==> src/rtl/port_mode_pkg.sv <==
package port_mode_pkg;

   typedef enum logic [1:0] {
      TL_LOW   = 2'b00,
      TL_HIGH  = 2'b01,
      TL_FLOAT = 2'b10
   } tri_lvl_t;

   typedef struct packed {
      logic ds3;
      logic e3;
      logic ja_en;
      logic ja_tx;
      logic ja_bw;
   } port_cfg_t;

endpackage

==> src/rtl/tri_lvl_decode.sv <==
module tri_lvl_decode #(
   parameter int N_PINS = 4,
   parameter int CODE_W = 2
) (
   input  logic [N_PINS*CODE_W-1:0] raw,
   output logic [N_PINS-1:0]        is_low,
   output logic [N_PINS-1:0]        is_high,
   output logic [N_PINS-1:0]        is_float
);
   import port_mode_pkg::*;

   for (genvar i = 0; i < N_PINS; i++) begin : g_pin
      logic [CODE_W-1:0] code;
      assign code        = raw[i*CODE_W +: CODE_W];
      // any code with the upper bit set reads as floating
      assign is_float[i] = code[CODE_W-1];
      assign is_high[i]  = !code[CODE_W-1] && (code == CODE_W'(TL_HIGH));
      assign is_low[i]   = !code[CODE_W-1] && (code == CODE_W'(TL_LOW));
   end
endmodule

==> src/rtl/cfg_strap_regs.sv <==
module cfg_strap_regs
   import port_mode_pkg::*;
#(
   parameter bit STS1_CODE_ONES = 1'b0
) (
   input  logic      clk,
   input  logic      rst_n,
   input  logic      mode_low,
   input  logic      mode_high,
   input  logic      mode_float,
   input  logic      ja_low,
   input  logic      ja_high,
   input  logic      ja_float,
   input  logic      cfg_we,
   input  port_cfg_t cfg_wdata,
   output port_cfg_t cfg_q
);
   localparam logic [1:0] STS1_RATE = STS1_CODE_ONES ? 2'b11 : 2'b00;

   port_cfg_t strap_dflt;

   always_comb begin
      strap_dflt = '0;
      unique case (1'b1)
         mode_low:  {strap_dflt.ds3, strap_dflt.e3} = 2'b01;
         mode_high: {strap_dflt.ds3, strap_dflt.e3} = 2'b10;
         default:   {strap_dflt.ds3, strap_dflt.e3} = STS1_RATE;
      endcase
      strap_dflt.ja_bw = mode_float;
      strap_dflt.ja_en = ja_low || ja_high;
      strap_dflt.ja_tx = ja_high;
   end

   always_ff @(posedge clk) begin
      if (!rst_n)      cfg_q <= strap_dflt;
      else if (cfg_we) cfg_q <= cfg_wdata;
   end

   // without a write the configuration holds
   a_r4_hold: assert property (@(posedge clk) disable iff (!rst_n)
      !cfg_we |=> $stable(cfg_q));
   // low rate strap at reset yields E3
   a_r1_low_e3: assert property (@(posedge clk) disable iff (!rst_n)
      $past(!rst_n && mode_low) |-> (!cfg_q.ds3 && cfg_q.e3));
   // floating filter strap at reset disables the filter
   a_r2_float_off: assert property (@(posedge clk) disable iff (!rst_n)
      $past(!rst_n && ja_float) |-> !cfg_q.ja_en);
   // STS-1 strap sets the wide bandwidth default
   a_r3_sts1_bw: assert property (@(posedge clk) disable iff (!rst_n)
      $past(!rst_n && mode_float) |-> cfg_q.ja_bw);
endmodule

==> src/rtl/lpbk_resolve.sv <==
module lpbk_resolve #(
   parameter int SRC_W = 2
) (
   input  logic             clk,
   input  logic             rst_n,
   input  logic             reg_ctl_en,
   input  logic             pin_high,
   input  logic             pin_float,
   input  logic             reg_rlb,
   input  logic [SRC_W-1:0] reg_src,
   output logic             rlb_en,
   output logic [SRC_W-1:0] rx_src
);
   localparam logic [SRC_W-1:0] SRC_OWN_LINE = '0;
   localparam logic [SRC_W-1:0] SRC_OWN_TX   = SRC_W'(1);

   always_comb begin
      if (reg_ctl_en) begin
         rlb_en = reg_rlb;
         rx_src = reg_src;
      end else begin
         rlb_en = pin_float;
         rx_src = pin_high ? SRC_OWN_TX : SRC_OWN_LINE;
      end
   end

   // neighbour sources never reachable from the pin
   a_r7_pin_no_neighbour: assert property (@(posedge clk) disable iff (!rst_n)
      !reg_ctl_en |-> !rx_src[SRC_W-1]);
   // floating pin means remote loopback on own line
   a_r5_float_remote: assert property (@(posedge clk) disable iff (!rst_n)
      (!reg_ctl_en && pin_float) |-> (rlb_en && rx_src == SRC_OWN_LINE));
endmodule

==> src/rtl/tx_gate.sv <==
module tx_gate (
   input  logic clk,
   input  logic rst_n,
   input  logic e3_mode,
   input  logic reg_ctl_en,
   input  logic reg_bo,
   input  logic bo_high,
   input  logic bo_float,
   input  logic reg_tx_en,
   input  logic rlb_en,
   input  logic tx_pos_in,
   input  logic tx_neg_in,
   input  logic rx_pos_in,
   input  logic rx_neg_in,
   output logic tx_en,
   output logic bo_short,
   output logic tx_pos_out,
   output logic tx_neg_out
);
   logic bo_sel;
   logic pos_mux, neg_mux;

   assign tx_en    = reg_tx_en && !bo_float;
   assign bo_sel   = reg_ctl_en ? reg_bo : bo_high;
   assign bo_short = bo_sel && !e3_mode;

   assign pos_mux    = rlb_en ? rx_pos_in : tx_pos_in;
   assign neg_mux    = rlb_en ? rx_neg_in : tx_neg_in;
   assign tx_pos_out = tx_en && pos_mux;
   assign tx_neg_out = tx_en && neg_mux;

   // floating build-out pin silences the transmitter
   a_r8_float_bo_off: assert property (@(posedge clk) disable iff (!rst_n)
      bo_float |-> (!tx_en && !tx_pos_out && !tx_neg_out));
   // build-out never asserted in E3
   a_r9_e3_no_bo: assert property (@(posedge clk) disable iff (!rst_n)
      e3_mode |-> !bo_short);
   // remote loopback carries receive data to the line side
   a_r10_loop_data: assert property (@(posedge clk) disable iff (!rst_n)
      (rlb_en && tx_en) |-> (tx_pos_out == rx_pos_in && tx_neg_out == rx_neg_in));
endmodule

==> src/rtl/port_mode_ctl.sv <==
module port_mode_ctl
   import port_mode_pkg::*;
#(
   parameter int SRC_W          = 2,
   parameter int CODE_W         = 2,
   parameter bit STS1_CODE_ONES = 1'b0
) (
   input  logic              clk,
   input  logic              rst_n,
   input  logic [CODE_W-1:0] mode_strap,
   input  logic [CODE_W-1:0] ja_strap,
   input  logic [CODE_W-1:0] lpbk_pin,
   input  logic [CODE_W-1:0] bo_pin,
   input  logic              reg_ctl_en,
   input  logic              reg_rlb,
   input  logic [SRC_W-1:0]  reg_src,
   input  logic              reg_bo,
   input  logic              reg_tx_en,
   input  logic              cfg_we,
   input  logic              cfg_ds3,
   input  logic              cfg_e3,
   input  logic              cfg_ja_en,
   input  logic              cfg_ja_tx,
   input  logic              cfg_ja_bw,
   input  logic              tx_pos_in,
   input  logic              tx_neg_in,
   input  logic              rx_pos_in,
   input  logic              rx_neg_in,
   output logic              rate_ds3,
   output logic              rate_e3,
   output logic              ja_en,
   output logic              ja_tx_path,
   output logic              ja_bw,
   output logic [SRC_W-1:0]  rx_src,
   output logic              rlb_en,
   output logic              tx_en,
   output logic              bo_short,
   output logic              tx_pos_out,
   output logic              tx_neg_out
);
   localparam int N_TRI   = 4;
   localparam int I_MODE  = 0;
   localparam int I_JA    = 1;
   localparam int I_LPBK  = 2;
   localparam int I_BO    = 3;

   if (SRC_W != 2) begin : g_bad_src_w
      $error("port_mode_ctl: SRC_W must be 2 (four receiver sources)");
   end
   if (CODE_W != 2) begin : g_bad_code_w
      $error("port_mode_ctl: CODE_W must be 2 for three-level codes");
   end

   logic [N_TRI-1:0] t_low, t_high, t_float;
   port_cfg_t        cfg_q, cfg_wdata;
   logic             e3_mode;

   tri_lvl_decode #(.N_PINS(N_TRI), .CODE_W(CODE_W)) u_dec (
      .raw      ({bo_pin, lpbk_pin, ja_strap, mode_strap}),
      .is_low   (t_low),
      .is_high  (t_high),
      .is_float (t_float)
   );

   assign cfg_wdata = '{ds3: cfg_ds3, e3: cfg_e3, ja_en: cfg_ja_en,
                        ja_tx: cfg_ja_tx, ja_bw: cfg_ja_bw};

   cfg_strap_regs #(.STS1_CODE_ONES(STS1_CODE_ONES)) u_regs (
      .clk        (clk),
      .rst_n      (rst_n),
      .mode_low   (t_low[I_MODE]),
      .mode_high  (t_high[I_MODE]),
      .mode_float (t_float[I_MODE]),
      .ja_low     (t_low[I_JA]),
      .ja_high    (t_high[I_JA]),
      .ja_float   (t_float[I_JA]),
      .cfg_we     (cfg_we),
      .cfg_wdata  (cfg_wdata),
      .cfg_q      (cfg_q)
   );

   assign rate_ds3   = cfg_q.ds3;
   assign rate_e3    = cfg_q.e3;
   assign ja_en      = cfg_q.ja_en;
   assign ja_tx_path = cfg_q.ja_en && cfg_q.ja_tx;
   assign ja_bw      = cfg_q.ja_bw;
   assign e3_mode    = cfg_q.e3 && !cfg_q.ds3;

   lpbk_resolve #(.SRC_W(SRC_W)) u_lpbk (
      .clk        (clk),
      .rst_n      (rst_n),
      .reg_ctl_en (reg_ctl_en),
      .pin_high   (t_high[I_LPBK]),
      .pin_float  (t_float[I_LPBK]),
      .reg_rlb    (reg_rlb),
      .reg_src    (reg_src),
      .rlb_en     (rlb_en),
      .rx_src     (rx_src)
   );

   tx_gate u_tx (
      .clk        (clk),
      .rst_n      (rst_n),
      .e3_mode    (e3_mode),
      .reg_ctl_en (reg_ctl_en),
      .reg_bo     (reg_bo),
      .bo_high    (t_high[I_BO]),
      .bo_float   (t_float[I_BO]),
      .reg_tx_en  (reg_tx_en),
      .rlb_en     (rlb_en),
      .tx_pos_in  (tx_pos_in),
      .tx_neg_in  (tx_neg_in),
      .rx_pos_in  (rx_pos_in),
      .rx_neg_in  (rx_neg_in),
      .tx_en      (tx_en),
      .bo_short   (bo_short),
      .tx_pos_out (tx_pos_out),
      .tx_neg_out (tx_neg_out)
   );

   // transmit path only reported while the filter is enabled
   a_r2_path_needs_en: assert property (@(posedge clk) disable iff (!rst_n)
      ja_tx_path |-> ja_en);
endmodule

==> config.mk <==
export PLATFORM = sky130hd
export DESIGN_NAME = port_mode_ctl
export DESIGN_NICKNAME = d
export VERILOG_FILES = /design/src/rtl/port_mode_pkg.sv /design/src/rtl/tri_lvl_decode.sv /design/src/rtl/cfg_strap_regs.sv /design/src/rtl/lpbk_resolve.sv /design/src/rtl/tx_gate.sv /design/src/rtl/port_mode_ctl.sv
export SDC_FILE = /design/constraint.sdc
export NUM_CORES = 1
export LEC_CHECK = 0
export BUFFER_PORTS_ARGS = -buffer_cell sky130_fd_sc_hd__buf_4
export CAP_MARGIN = 40
export CORE_AREA = 3 3 40 42
export CTS_BUF_LIST = sky130_fd_sc_hd__clkbuf_8
export DETAILED_ROUTE_END_ITERATION = 12
export DIE_AREA = 0 0 43 45
export GPL_ROUTABILITY_DRIVEN = 0
export HOLD_SLACK_MARGIN = 0.03
export PLACE_DENSITY = 0.81
export SLEW_MARGIN = 20
export SYNTH_ARGS = -nofsm -noshare
export SYNTH_HDL_FRONTEND = slang
export SYNTH_HIERARCHICAL = 1
export SYNTH_SLANG_ARGS = --single-unit
==> constraint.sdc <==
create_clock -name clk -period 0.8 [get_ports clk]
set_input_delay 0 -clock clk [delete_from_list [all_inputs] [get_ports clk]]
set_output_delay 0 -clock clk [all_outputs]
set_load 0.1 [all_outputs]
Yosys cells after proc, flatten, opt, wreduce, memory -nomap -nowiden

Cells that the tools add are included.

Register bits: 5
Input bits: 26

Eq/ne operators: 5
Muxes and demuxes: 9
Reduce and logical (&&, ||, !) cells: 21

Operator list:

| kind                                                                    | number |
|---|---|
| 1-bit logical AND                                                       | 12 |
| 5-bit two-way mux                                                       | 2 |
| 2-bit by 1-bit == test with 1-bit output, second input constant         | 4 |
| 1-bit logical NOT                                                       | 6 |
| 1-bit two-way mux                                                       | 5 |
| 2-bit logical NOT                                                       | 2 |
| 2-bit one-hot mux with 2 select lines                                   | 1 |
| 2-bit two-way mux                                                       | 1 |
| 2-bit by 1-bit inequality test with 1-bit output, second input constant | 1 |
| 1-bit logical OR                                                        | 1 |

Depth between registers and ports, before layout

Gate-level depths: netlist of run 1.

Depth after elaboration: 4
Gate-level depth with buffers: 4

Hierarchy

The synthesis of run 1 kept the hierarchy.

By module, submodules not included:

| module         | instances | cells each | area each (um^2) | seq. area each (um^2) |
|---|---|---|---|---|
| cfg_strap_regs | 1         | 14         | 240.2            | 150.1 |
| tri_lvl_decode | 1         | 12         | 90.1             | 0.0 |
| tx_gate        | 1         | 8          | 51.3             | 0.0 |
| lpbk_resolve   | 1         | 3          | 30.0             | 0.0 |
| port_mode_ctl  | 1         | 2          | 20.0             | 0.0 |

Least setup slack after synthesis of run 1

OpenSTA, ideal clock, no wires.

Kind: reg-to-output
Start: reg, netlist name u_regs/cfg_q[3]
End: out bo_short
Data arrival time: 2.327 ns
Data required time: 0.800 ns
Setup slack: -1.527 ns
Cell stages (with the launch flop): 3
Buffers on the path: 0
Cells stage by stage: edfxtp_1 > nor2b_4 > nor2_1

Longest elaborated chain between the ends: 3

RTL lines:

| element           | RTL line            | source |
|---|---|---|
| 1-bit logical AND | port_mode_ctl.sv:87 | `assign e3_mode = cfg_q.e3 && !cfg_q.ds3;` |
| named net e3_mode | port_mode_ctl.sv:56 | `logic e3_mode;` |
| 1-bit logical NOT | tx_gate.sv:25       | `assign bo_short = bo_sel && !e3_mode;` |
| 1-bit logical AND | tx_gate.sv:25       |  |
| to (decl)         | port_mode_ctl.sv:37 | `output logic bo_short,` |

The timed path passes the listed nets, and every way through them passes these cells.

Worst setup path after layout of run 1

Start: reg, netlist name u_regs/cfg_q[3]
End: out bo_short

Longest elaborated chain between the ends: 3

RTL lines:

| element           | RTL line |
|---|---|
| 1-bit logical AND | port_mode_ctl.sv:87 |
| named net e3_mode | port_mode_ctl.sv:56 |
| 1-bit logical NOT | tx_gate.sv:25 |
| 1-bit logical AND | tx_gate.sv:25 |

The timed path passes the listed nets, and every way through them passes these cells.

==> results.cfg, run 1 <==
[status]
status = finished, violations left
failed_checks = setup timing

[yosys]
syn_area_sq_um = 417
syn_nets = 62
synthCells = 36
yosys_warnings = 6
avgSynthCellArea_sq_um = 11.6

[placed_design]
io_buffers = 37
dp.cells = 88
hpwl_microns = 887
place_area_sq_um = 748

[sta]
fin_crit_ns = 1.04
rsz0062_at_grt = yes
setup_viol_count_final = 7
tightestPinTransition_ns = 0.262
holdWs_ns = 0.0852
hold_viol = 0
fmax_ghz = 0.960
slew_viol_final = 0
setup_ws_ns = -0.241
period_share = 1.30
slew-limit-headroom = 0.820

[hold_path]
whs_path_depth = 2
hold_start = cfg_ja_tx
min_to = u_regs/cfg_q[1]
hold_path.class = primary input to flop

[pwr]
power-per-cell-area_mw_per_mm2 = 1820
pwr-share-comb = 0.524
p_seq_frac = 0.207
p_leak_nw = 0.435
p_int_w = 0.00101
clock_power_share = 0.269
p_total_w = 0.00166
ir_drop_mv = 1.21
power.switching_w = 0.000650
netSwitchingFraction = 0.391

[floorplanning]
initial_utilization = 0.324
fp-row-count = 13
die_area_sq_mm = 0.00194
die_h_microns = 45
die_width_microns = 43
core_sq_mm = 0.00128
io-pin-count = 38

[route]
via_per_inst = 4.52
antenna_left = 0
drc = 0
wirelength_mm = 1.17
wire_per_inst_microns = 12.5
num_vias = 425
drt-initial-drc-count = 2
dr.pass1.iters = 4

[finish]
reg_top3 = u_regs/cfg_q: 5 flops
final_core_util = 0.709
finalInstanceArea_sq_um = 911
n_antenna_cell = 0
num-nets-final = 106
largest_register = u_regs/cfg_q
drive_gt1_frac = 0.835
syn2layout_area_growth_pct = 119
largest_register_ffs = 5
fin_cells = 94

[worst_setup_path]
worstPathArrival_ns = 1.04
critPathLaunch = u_regs/cfg_q[3]
cp-start-kind = flop
worstPathCellList = nor2b_4 > nor2_4 > buf_12
cp.required_ns = 0.80
crit_path_end_kind = output port
crit_fanout = 2
slowest_delay_ns = 0.39
setup.worst_path.class = flop to output port
cpMaxStageDelayCell = edfxtp_1

[cts]
cts_buffers = 3
ctsHoldBuffers = 0
clockRootBuffer = clkbuf_8
htree_num_levels = 1
cts_tree = yes
clk_pin_slew_ns = 0.03
clock-sinks = 5
clock_path_buffers = 2

[run]
drv_cap = 0

[global_routing]
grt_max_degree = 8
grt_pass1_vias = 466
overflow = 0
grt_pass1_wl_mm = 1.81
antenna_found_initial = 0
grt_usage = 0.133
[final cells by class]
class	instances	area (sq um)
Inverter	1	7.51
Clock buffer	3	41.3
Tap cell	15	18.8
Fill cell	104	374
Multi-Input combinational cell	26	268
Timing Repair Buffer	43	422
Sequential cell	5	150
Clock inverter	1	3.75
[stage by stage]
step	setup slack, ns	TNS (ns)
final	-0.241	-1.15
after global routing	-0.266	-1.38
after CTS	-0.237	-1.03
after floorplan	-0.743	-2.65
after detailed placement	-0.194	-0.457
after global placement	-0.189	-0.405
[critical path: cells and delay by family (launching register included)]
kind,cells,cell delay (ns)
flip-flops,1,0.39
AND/OR/NAND/NOR,2,0.25
buffers and inverters,1,0.18
[worst max path at each step]
| stage | to | cells past startpoint | slack [ns] |
|---|---|---|---|
| after floorplan | bo_short | 2 | -0.74 |
| after global placement | tx_neg_out | 5 | -0.19 |
| after detailed placement | tx_neg_out | 5 | -0.19 |
| after CTS | bo_short | 3 | -0.24 |
| after global routing | bo_short | 3 | -0.27 |
| final | bo_short | 3 | -0.24 |
[routing by layer]
layer,track usage,wire (microns),up-vias
met5,0,0,-
met4,0.0904,0,0
li1,-,-,203
met3,0.0478,184,0
met2,0.263,658,33
met1,0.106,329,189
[placed cells by master, fill, tap and decap left out, types with 2 or more instances in the layout]
| cell | n |
|---|---|
| mux2_4 | 5 |
| buf_12 | 7 |
| nor2_1 | 3 |
| nor2_4 | 3 |
| nor2b_2 | 2 |
| buf_6 | 3 |
| edfxtp_1 | 5 |
| clkbuf_8 | 3 |
| mux2i_2 | 2 |
| buf_4 | 33 |
| nor2b_4 | 3 |
[timing repair]
action	in CTS	in global routing
gates resized for setup	22	3
setup buffers	1	1
pin swaps	2	1
setup endpoints to repair	8	8
[power by group through the flow]
| stage | logic, W | registers, W | clock network (W) |
|---|---|---|---|
| after global placement | 0.000725 | 0.000343 | 0 |
| after CTS | 0.000842 | 0.000344 | 0.000459 |
| after detailed placement | 0.000734 | 0.000346 | 0 |
| after floorplan | 0.000365 | 0.000512 | 0 |
| after global routing | 0.000901 | 0.000349 | 0.000480 |
| final | 0.000871 | 0.000343 | 0.000447 |
No activity file was read; power rests on OpenSTA's default activity.
==> run 2, diff against run 1 <==
PLACE_DENSITY = 0.74   (was 0.81)
SYNTH_HIERARCHICAL = unset   (was 1)
TNS_END_PERCENT = 5   (was unset)
==> run 2 against run 1 <==
Effect of this change:
- the flow still finishes with violations (setup timing)
- routed wire length down 15%
- maximum frequency down 0.84%
- utilization down 5.9 points
- combinational power down 10%
- die area unchanged
- design area down 8.4%
- synthesized cell count down 8.3%
- sequential power down 1%
- cell count up 1.1%
- clock power about the same
- global-route usage down 1.3 points
- sequential cell count unchanged
- critical endpoint unchanged
==> results.cfg, run 2 <==
[cts]
cts_tree = yes
clockRootBuffer = clkbuf_8
clk_pin_slew_ns = 0.03
htree_num_levels = 1
clock_path_buffers = 2
cts_buffers = 3
clock-sinks = 5

[yosys]
synth.top_cell.area_share = 0.441
syn_area_sq_um = 340
syn_nets = 59
yosys_warnings = 0
synthArstFlopShare = 0
avgSynthCellArea_sq_um = 10.3
yosysMostFrequentCell = edfxtp_1
synth_cell_types = 19
synth.top_cells.by_area = edfxtp_1 (44%), mux2i_1 (8.8%), nand3b_1 (8.8%)
ys_seq_area_frac = 0.441
synth_commonest_cells = edfxtp_1 (5), nand3b_1 (4), mux2i_1 (3), nand2_1 (3)
synthCells = 33
yosysTopAreaCell = edfxtp_1
synthFlopType = edfxtp_1
synth_edf_count = 5
ys_ff_latch = 5

[route]
drt-initial-drc-count = 0
drc = 0
via_per_inst = 4.62
wirelength_microns = 993
wire_per_inst_microns = 10.5
num_vias = 439
antenna_left = 0
dr.pass1.iters = 1

[sta]
rsz0062_at_grt = yes
setup_ws_ns = -0.250
holdWs_ns = 0.0619
slew_viol_final = 0
slew-limit-headroom = 0.815
hold_viol = 0
fin_crit_ns = 1.05
setup_viol_count_final = 7
period_share = 1.31
fmax_ghz = 0.952
tightestPinTransition_ns = 0.280

[floorplanning]
core_sq_mm = 0.00128
io-pin-count = 38
die_area_sq_mm = 0.00194
initial_utilization = 0.265
die_h_microns = 45
die_width_microns = 43
fp-row-count = 13

[finish]
final_cell_mix = buf_4 (34), buf_6 (5), edfxtp_1 (5)
multiInputGateArea_sq_um = 210
seq_area_sq_um = 150
largest_register_ffs = 5
reg_top3 = u_regs.cfg_q: 5 flops
n_antenna_cell = 0
fillCellCount = 114
num-nets-final = 107
final_common_cell = buf_4
largest_register = u_regs.cfg_q
drive_gt1_frac = 0.688
fin_cells = 95
syn2layout_area_growth_pct = 145

[worst_setup_path]
worstPathArrival_ns = 1.05
crit_fanout = 2
cp-start-kind = flop
setup.worst_path.class = flop to output port
cp.required_ns = 0.80
crit_path_end_kind = output port

[placed_design]
dp.cells = 90
io_buffers = 37
hpwl_microns = 813

[global_routing]
grt_max_degree = 10
antenna_found_initial = 0
grt_pass1_vias = 446
overflow = 0
grt_pass1_wl_mm = 1.75
grt_usage = 0.120

[status]
status = finished, violations left
failed_checks = setup timing

[hold_path]
hold_path.class = primary input to flop

[run]
drv_cap = 0

[pwr]
p_leak_nw = 0.403
ir_drop_mv = 1.30
power-per-cell-area_mw_per_mm2 = 1880
run 2: cell types whose count changed in the layout (fill, tap and decap cells not counted), sizes merged, moves of 2 or more:
cell	delta
nand2	+2
nor2	-4
nor2b	-3
a22o	+2
mux2	-5
nand3b	+4
run 2: report_power, final:
part           switching (W)  total [W]  internal (W)
combinational       0.000481   0.000783      0.000302
clock               0.000117   0.000445      0.000328
sequential         0.0000152   0.000339      0.000324
run 2: logic make-up (layout without fill, tap and decap cells):
group                  Yosys count  count (layout)  synth area share
AO/OA/AOI/OAI                    6               6             0.129
AND/OR/NAND/NOR                 16              16             0.283
buffers and inverters            2              49            0.0257
multiplexers                     4               4             0.121
flip-flops                       5               5             0.441
run 2: cell type report:
cell class,count,share of cell area
Multi-Input combinational cell,26,0.252
Timing Repair Buffer,44,0.487
Tap cell,15,0.0225
Sequential cell,5,0.180
Clock buffer,3,0.0495
Clock inverter,1,0.00450
Inverter,1,0.00450
run 2: path summary, 6_finish.rpt:
check  cells after the start              end             from
max                        3         bo_short  u_regs.cfg_q[3]
min                        2  u_regs.cfg_q[2]        cfg_ja_en
run 2: repair_timing:
| action | in CTS | in global routing |
|---|---|---|
| hold buffers | 0 | 0 |
| pin swaps | 1 | 0 |
| endpoints found under the setup margin | 8 | 8 |
| gates resized for setup | 19 | 1 |
| buffers inserted | 0 | 1 |
| endpoints found under the hold margin | 0 | 0 |
run 2: stage by stage:
stage,setup slack (ns),setup TNS [ns],total power (W),util,area (sq um)
after CTS,-0.261,-0.865,0.00157,0.641,823
after global routing,-0.287,-1.20,0.00164,0.649,835
after detailed placement,-0.189,-0.476,0.00103,0.548,704
after global placement,-0.178,-0.452,0.00103,0.548,704
after floorplan,-0.814,-3.97,0.000812,-,368
final,-0.250,-0.907,0.00157,0.649,835
run 2: metal layers:
layer  track usage  vias to the layer above  part of all wire  wire length [microns]
met5             0                        -                 0                      0
met4        0.0723                        0             0.016                     16
met3        0.0438                        2              0.20                    202
met2         0.210                       36              0.47                    471
met1         0.123                      188              0.31                    303
li1              -                      213                 -                      -
run 2: worst max-delay path, stage by stage (launching register included):
cell	delay, ns
edfxtp_1	0.37
nor2b_4	0.15
a21oi_4	0.13
buf_12	0.19
==> run 3, diff against run 2 <==
CELL_PAD_IN_SITES_DETAIL_PLACEMENT = 1   (was unset)
CELL_PAD_IN_SITES_GLOBAL_PLACEMENT = 2   (was unset)
CORE_AREA = unset   (was 3 3 40 42)
CORE_MARGIN = 3   (was unset)
CORE_UTILIZATION = 14   (was unset)
DIE_AREA = unset   (was 0 0 43 45)
PLACE_DENSITY = 0.8   (was 0.74)
==> run 3 against run 2 <==
Effect of this change:
- the run still ends with setup timing left
- die area rose by 58%
- global-route usage fell by 3.3 points
- total power rose by 0.66%
- sequential cell count unchanged
- clock-buffer cell count unchanged
- routed wire length is 25% higher
- combinational power up 0.5%
- design area increased by 1.0%
- critical path type unchanged
==> results.cfg, run 3 (synthesis results as in run 2) <==
[status]
status = finished, violations left
failed_checks = setup timing

[sta]
finalSetupTns_ns = -1.02
tightestPinTransition_ns = 0.283
rsz0062_at_grt = yes
holdWs_ns = 0.0557
slew_viol_final = 0
fin_crit_ns = 1.08
setup_ws_ns = -0.276
period_share = 1.35
slew-limit-headroom = 0.813
setup_viol_count_final = 7
fmax_ghz = 0.929
hold_viol = 0

[finish]
largest_register = u_regs.cfg_q
finalInstanceArea_sq_um = 843
largest_register_ffs = 5
n_antenna_cell = 0
final_common_cell = buf_4
drive_gt1_frac = 0.684
fin_cells = 107
fillCellCount = 269
final_cell_mix = buf_4 (33), buf_6 (5), edfxtp_1 (5)
syn2layout_area_growth_pct = 148
reg_top3 = u_regs.cfg_q: 5 flops
num-nets-final = 106
multiInputGateArea_sq_um = 210
seq_area_sq_um = 150

[placed_design]
dp.cells = 102
place_area_sq_um = 713
post-place-ws_ns = -0.200
io_buffers = 37
hpwl_mm = 1.05

[global_routing]
grt_max_degree = 10
grt_pass1_vias = 433
antenna_found_initial = 0
grt_pass1_wl_mm = 2.06
grt_usage = 0.0867
overflow = 0

[cts]
clock_path_buffers = 2
cts_tree = yes
htree_num_levels = 1
ctsHoldBuffers = 0
cts_buffers = 3
clockRootBuffer = clkbuf_8
clock-sinks = 5
clk_pin_slew_ns = 0.03

[route]
antenna_left = 0
num_vias = 445
drt-initial-drc-count = 1
via_per_inst = 4.16
wire_per_inst_microns = 11.6
dr.pass1.iters = 2
wirelength_mm = 1.24
drc = 0

[floorplanning]
die_width_microns = 55.3
initial_utilization = 0.151
io-pin-count = 38
fp-row-count = 17
core_sq_mm = 0.00225
die_area_sq_mm = 0.00306
die_h_microns = 55.3

[run]
drv_cap = 0

[hold_path]
hold_path.class = primary input to flop

[worst_setup_path]
cp-start-kind = flop
crit_fanout = 2
crit_path_end_kind = output port
worstPathArrival_ns = 1.08
setup.worst_path.class = flop to output port
cp.required_ns = 0.80

[pwr]
power-per-cell-area_mw_per_mm2 = 1870
ir_drop_mv = 0.946
p_leak_nw = 0.398
[run 3: cell types whose count changed in the layout (fill, tap and decap cells not counted)]
cell   change
buf_4      -1
[run 3: timing repair]
item,CTS,global route
setup buffers,0,1
gates resized for setup,17,3
setup endpoints to repair,8,8
hold endpoints to repair,0,0
pin swaps,0,1
[run 3: worst max-delay path, cell delays in order (launching register included)]
cell and delay [ns]:
edfxtp_1 0.38, nor2b_4 0.15, a21oi_4 0.13, buf_12 0.19
[run 3: worst paths after layout]
path | slack (ns) | start | cells after the start | to
hold / removal | 0.06 | cfg_ja_en | 2 | u_regs.cfg_q[2]
setup / recovery | -0.28 | u_regs.cfg_q[3] | 3 | bo_short
[run 3: final cells by class]
| type | instances | area share |
|---|---|---|
| Clock inverter | 1 | 0.00445 |
| Tap cell | 28 | 0.0415 |
| Multi-Input combinational cell | 26 | 0.249 |
| Inverter | 1 | 0.00445 |
| Timing Repair Buffer | 43 | 0.473 |
| Sequential cell | 5 | 0.178 |
| Clock buffer | 3 | 0.0490 |
[run 3: routing by layer]
metal,track usage,wire length (microns),vias to the layer above
li1,-,-,211
met4,0.0521,30,0
met2,0.140,611,38
met1,0.0856,405,193
met5,0,0,-
met3,0.0491,192,3
[run 3: power by group]
part           switching (W)  total [W]  internal (W)
logic               0.000487   0.000787      0.000299
clock network       0.000122   0.000451      0.000329
registers          0.0000163   0.000341      0.000324
total               0.000626    0.00158      0.000952
[run 3: metrics by stage]
step | power (W) | utilization
finish | 0.00158 | 0.374
global route | 0.00165 | 0.374
CTS | 0.00158 | 0.366
detailed placement | 0.00104 | 0.316
global placement | 0.00103 | 0.316
floorplan | 0.000812 | -
